[config.mk]
export PLATFORM = sky130hd
export DESIGN_NAME = npc_unit
export DESIGN_NICKNAME = d
export VERILOG_FILES = /design/src/rtl/npc_pkg.sv /design/src/rtl/npc_incr.sv /design/src/rtl/npc_branch.sv /design/src/rtl/npc_jump.sv /design/src/rtl/npc_indirect.sv /design/src/rtl/npc_unit.sv
export SDC_FILE = /design/constraint.sdc
export NUM_CORES = 1
export LEC_CHECK = 0
export BUFFER_PORTS_ARGS = -buffer_cell sky130_fd_sc_hd__buf_2
export CORE_UTILIZATION = 35
export DETAILED_ROUTE_END_ITERATION = 8
export PLACE_DENSITY = 0.69
export SYNTH_ARGS = -nofsm -noshare
export SYNTH_HDL_FRONTEND = slang
export SYNTH_HIERARCHICAL = 1
export SYNTH_SLANG_ARGS = --single-unit
[constraint.sdc]
create_clock -name clk -period 9.7 [get_ports clk]
set_input_delay 0.97 -clock clk [delete_from_list [all_inputs] [get_ports clk]]
set_output_delay 0.97 -clock clk [all_outputs]
set_load 0.03 [all_outputs]
[src/rtl/npc_pkg.sv]
package npc_pkg;
    typedef enum logic [1:0] {
        NPC_SEQ    = 2'd0,
        NPC_BRANCH = 2'd1,
        NPC_ABS    = 2'd2,
        NPC_IND    = 2'd3
    } npc_sel_e;
endpackage

[src/rtl/npc_incr.sv]
module npc_incr #(
    parameter int AW = 32
) (
    input  logic [AW-1:0] cur,
    output logic [AW-1:0] seq
);
    localparam logic [AW-1:0] STEP = AW'(4);
    always_comb seq = cur + STEP;
endmodule

[src/rtl/npc_branch.sv]
module npc_branch #(
    parameter int AW    = 32,
    parameter int OFS_W = 16
) (
    input  logic [AW-1:0]    base,
    input  logic [OFS_W-1:0] ofs,
    input  logic [AW-1:0]    test_val,
    input  logic             sense_ne,
    output logic [AW-1:0]    target,
    output logic             taken
);
    localparam int EXT_W = AW - OFS_W - 2;
    logic [AW-1:0] byte_ofs;
    logic          is_zero;

    generate
        if (EXT_W > 0) begin : g_ext
            always_comb byte_ofs = {{EXT_W{ofs[OFS_W-1]}}, ofs, 2'b00};
        end else begin : g_trunc
            always_comb byte_ofs = AW'({ofs, 2'b00});
        end
    endgenerate

    always_comb begin
        is_zero = (test_val == '0);
        taken   = sense_ne ? !is_zero : is_zero;
        target  = base + byte_ofs;
    end
endmodule

[src/rtl/npc_jump.sv]
module npc_jump #(
    parameter int AW    = 32,
    parameter int TGT_W = 26
) (
    input  logic [AW-TGT_W-3:0] region,
    input  logic [TGT_W-1:0]    tgt,
    output logic [AW-1:0]       target
);
    always_comb target = {region, tgt, 2'b00};
endmodule

[src/rtl/npc_indirect.sv]
module npc_indirect #(
    parameter int AW = 32
) (
    input  logic [AW-1:0] src,
    output logic [AW-1:0] target,
    output logic          low_set
);
    always_comb begin
        target  = {src[AW-1:2], 2'b00};
        low_set = (src[1:0] != 2'b00);
    end
endmodule

[src/rtl/npc_unit.sv]
module npc_unit
    import npc_pkg::*;
#(
    parameter int              AW        = 32,
    parameter int              OFS_W     = 16,
    parameter int              TGT_W     = 26,
    parameter logic [AW-1:0]   RESET_VEC = '0
) (
    input  logic             clk,
    input  logic             rst,
    input  logic [1:0]       pc_sel,
    input  logic             br_ne,
    input  logic [OFS_W-1:0] br_ofs,
    input  logic [TGT_W-1:0] jmp_tgt,
    input  logic [AW-1:0]    rs_val,
    output logic [AW-1:0]    pc,
    output logic [AW-1:0]    next_pc,
    output logic [AW-1:0]    link,
    output logic             ind_misalign
);
    localparam int REGION_LO = TGT_W + 2;

    typedef struct packed {
        logic [AW-1:0] pc;
    } npc_state_t;

    npc_state_t st_d, st_q;
    npc_sel_e   sel;

    logic [AW-1:0] seq_addr;
    logic [AW-1:0] br_addr;
    logic          br_taken;
    logic [AW-1:0] abs_addr;
    logic [AW-1:0] ind_addr;
    logic          ind_low;

    npc_incr #(.AW(AW)) i_incr (
        .cur (st_q.pc),
        .seq (seq_addr)
    );

    npc_branch #(.AW(AW), .OFS_W(OFS_W)) i_branch (
        .base     (seq_addr),
        .ofs      (br_ofs),
        .test_val (rs_val),
        .sense_ne (br_ne),
        .target   (br_addr),
        .taken    (br_taken)
    );

    npc_jump #(.AW(AW), .TGT_W(TGT_W)) i_jump (
        .region (seq_addr[AW-1:REGION_LO]),
        .tgt    (jmp_tgt),
        .target (abs_addr)
    );

    npc_indirect #(.AW(AW)) i_ind (
        .src     (rs_val),
        .target  (ind_addr),
        .low_set (ind_low)
    );

    always_comb begin
        sel      = npc_sel_e'(pc_sel);
        st_d     = st_q;
        unique case (sel)
            NPC_SEQ:    st_d.pc = seq_addr;
            NPC_BRANCH: st_d.pc = br_taken ? br_addr : seq_addr;
            NPC_ABS:    st_d.pc = abs_addr;
            NPC_IND:    st_d.pc = ind_addr;
            default:    st_d.pc = seq_addr;
        endcase
    end

    always_ff @(posedge clk) begin
        if (rst) begin
            st_q.pc <= RESET_VEC;
        end else begin
            st_q <= st_d;
        end
    end

    assign pc           = st_q.pc;
    assign next_pc      = st_d.pc;
    assign link         = seq_addr;
    assign ind_misalign = (sel == NPC_IND) && ind_low;
endmodule

==> run metrics <==
startpoint types=flip-flop; data arrival time at the worst-slack endpoint=4630 ps; via count=5,344; start-to-end type of the worst setup path=reg2out; Syn. warnings=6; Rel. slew slack=0.246; share of flip-flops with an asynchronous set or reset=0; path type of the worst min-delay path=reg2reg; Post-CTS Repair Setup Buffers=0; wire length after detailed routing=17,400 um; shortest clock period the worst path allows after layout=5600 ps; number of cells on the worst hold path=3; max-cap violation count=0; number of cell instances on the worst register-to-register path=15; setup slack of the worst register-to-register path=5480 ps; syn_area_per_cell=7.92 sq um; Endpoint, Worst Hold=pc[1]; number of hold-slack violations in the final timing report=0; number of clock sinks=32; clock network power share=0.254; maximum number of buffers from clock root to sink=2; final weighted congestion in routability-driven placement=0.883; vias in the first global route=5,024; die area=16,000 sq um; Final period util=0.577; number of top-level pins=176; number of antenna violations at the first check in global routing=1; Pre-antenna DRT Iters=5; die boundary height=127 um; share of post-route cells with drive strength above 1=0.264; static leakage power=3.20 nW; global-route wire length before repair=27,300 um; maximum number of pins on one net before global-route repair=67; crit end category=output pin; Worst EP required=8730 ps; post-synth design cell area=5440 sq um; Synth-to-Final Area Change=11.4%; post-route clock skew=6.10 ps; Most Frequent Cell on Critical Path=ha_1; maximum achievable frequency=0.179 GHz; Peak supply drop=0.0000654 V; cell type group with the largest total delay on the critical path=simple AND/OR/NAND/NOR gates; Worst Min Path Start=pc[1]; Vias per Instance=5.54; CTS tree=yes; Largest register FFs=32; summed negative setup slack over all endpoints=0 ps; number of flops mapped to enable cells by yosys=0; number of buffers inserted by port buffering=175; post-synthesis register bit count=32; Max Fanout on Critical Path=10; cell internal pwr=0.000427 W; Residual DRC=0; switching power as a share of total power=0.441; Nets=885; Die W=127 um; Largest regs=pc (32); effective utilization at floorplan=0.358; Crit-path slowest cell=nor4_4; final number of max-transition violations=0; TritonCTS Buffers=5; Final Core Density=0.398; Crit Reg-Reg Startpoint=pc[2]; status=finished clean; total number of H-tree levels=2; GRT Residual Overflow=0; source-to-sink clock delay at the later pin of the worst-skew pair=280 ps; RSZ-0062 raised after global routing=false; total setup violations reported at the end of the flow=0; Core Rows=45; cts repair resizes=0; sequential fraction of design power=0.207; Max stage delay on crit path=460 ps; post-detail-place hpwl=14,100 um; CP cell instances=ha_1 -> nand3_1 -> nor4_4 -> nand2_1 -> xnor2_1 -> ha_1 -> nand4_1 -> nor4_1 -> a22o_1 -> a21o_1 -> mux2_1 -> a211oi_1 -> mux2i_1 -> o22ai_1 -> or2_1 -> buf_2; instance count on the critical path=16; Most flops, register=pc; root buffer selected by CTS=clkbuf_16; main flop type after synthesis=dfxtp_1; floorplan core area=15,200 sq um; transition at the pin with the smallest max-transition slack=1130 ps; Seq/Total Area, Yosys=0.118; GRT Overall Usage=0.216; Synth Instances=686; Crit Reg-Reg Endpoint=pc[27]; net switching power figure=0.000337 W; Comb pwr share=0.539; ANT nets after route=0; number of violations reported at the end of detailed-routing iteration 0=279; number of hold buffers added after cts=0; wire per inst=18.1 um; Yosys cell types=61; Reg clk slew, reported paths=60 ps; ratio of total power to cell area=126 nW/um^2; buffer and inverter count on the worst path=1
how the worst max path moves through the flow:
stage               start           to  slack (ps)
floorplan           pc[2]  next_pc[27]        4390
global placement    pc[4]  next_pc[27]        4490
detailed placement  pc[2]  next_pc[27]        4460
CTS                 pc[2]  next_pc[27]        4140
global route        pc[2]  next_pc[27]        3720
finish              pc[2]  next_pc[27]        4100
worst reg2reg max path, stage by stage (launching register included):
cell	delay, ps
dfxtp_1	390
ha_1	210
nand3_1	230
nor4_4	460
nand2_1	130
xnor2_1	360
ha_1	400
nand4_1	170
nor4_1	380
a22o_1	190
a21o_1	190
mux2_1	340
a211oi_1	230
mux2i_1	100
o22ai_1	230
o21ba_1	150
routing by layer:
metal / vias up / global-route usage / part of all wire
li1: 2627 / - / -
met5: - / 0 / 0
met3: 38 / 0.0283 / 0.050
met2: 196 / 0.339 / 0.45
met4: 0 / 0.0943 / 0.034
met1: 2483 / 0.294 / 0.47
per-stage QoR:
step	instance area [sq um]	hold WS [ps]	total power (W)	setup slack [ps]	instances
CTS	6050	785	0.000765	4140	964
finish	6060	780	0.000764	4100	965
floorplan	5440	1020	0.000479	4390	688
detailed placement	5870	774	0.000568	4460	956
global route	6060	820	0.000806	3720	965
global placement	5870	747	0.000569	4490	956
cell families (layout without fill, tap and decap cells):
logic type                 after synthesis  in the layout  synth area share
buffers and inverters                  106            194             0.139
muxes                                   66             66             0.122
and+or+nand+nor                        225            225             0.230
DFF                                     32             32             0.118
AOI/OAI and AO/OA                      172            172             0.233
other                                    2              5           0.00138
xor gates and xnor gates                52             52            0.0838
adders and majority gates               31             31            0.0727
power groups by stage:
stage          combinational, W  clock [W]  sequential, W
2_1_floorplan          0.000300          0       0.000179
3_3_place_gp           0.000408          0       0.000160
3_5_place_dp           0.000408          0       0.000161
4_1_cts                0.000409   0.000198       0.000158
5_1_grt                0.000445   0.000202       0.000160
6_report               0.000412   0.000194       0.000158
synth_stat cells, types with 4 or more instances:
library cell,number,area share
buf_4,70,0.097
mux2i_1,64,0.12
and3_1,38,0.044
nand2_1,37,0.026
nor2_1,37,0.026
a21oi_1,34,0.031
xnor2_1,34,0.055
or2_1,33,0.038
dfxtp_1,32,0.12
o21ba_1,32,0.059
o22ai_1,32,0.037
ha_1,30,0.069
o21ai_0,19,0.017
xor2_1,18,0.029
nand4_1,17,0.020
nand3_1,13,0.012
nor4_1,12,0.014
o21a_1,11,0.015
clkbuf_1,10,0.0069
nor3_1,9,0.0083
buf_2,8,0.0074
inv_1,8,0.0055
a211oi_1,7,0.0097
buf_6,7,0.015
o211ai_1,7,0.0097
a31oi_1,5,0.0058
or2_2,5,0.0058
a21o_1,4,0.0055
nand2b_1,4,0.0046
nor2b_1,4,0.0046
area by class of cell:
class / instances / area [sq um]
sequential: 32 / 641
antenna: 1 / 2.50
timing repair buffer: 178 / 898
fill: 1606 / 9150
inverter: 8 / 30.0
tap: 188 / 235
clock inverter: 1 / 30.0
multi-input combinational: 550 / 4070
clock buffer: 7 / 153
layout by cell type, fill, tap and decap left out, types with 11 or more instances in the layout:
cell / n
nor2_1: 37
nand4_1: 17
nand2_1: 37
o22ai_1: 32
and3_1: 38
buf_2: 175
nand3_1: 13
nor4_1: 12
o21ba_1: 32
mux2i_1: 64
o21a_1: 11
a21oi_1: 34
or2_1: 33
o21ai_0: 19
ha_1: 30
dfxtp_1: 32
xnor2_1: 34
xor2_1: 17
(Power assumes the default switching activity.)
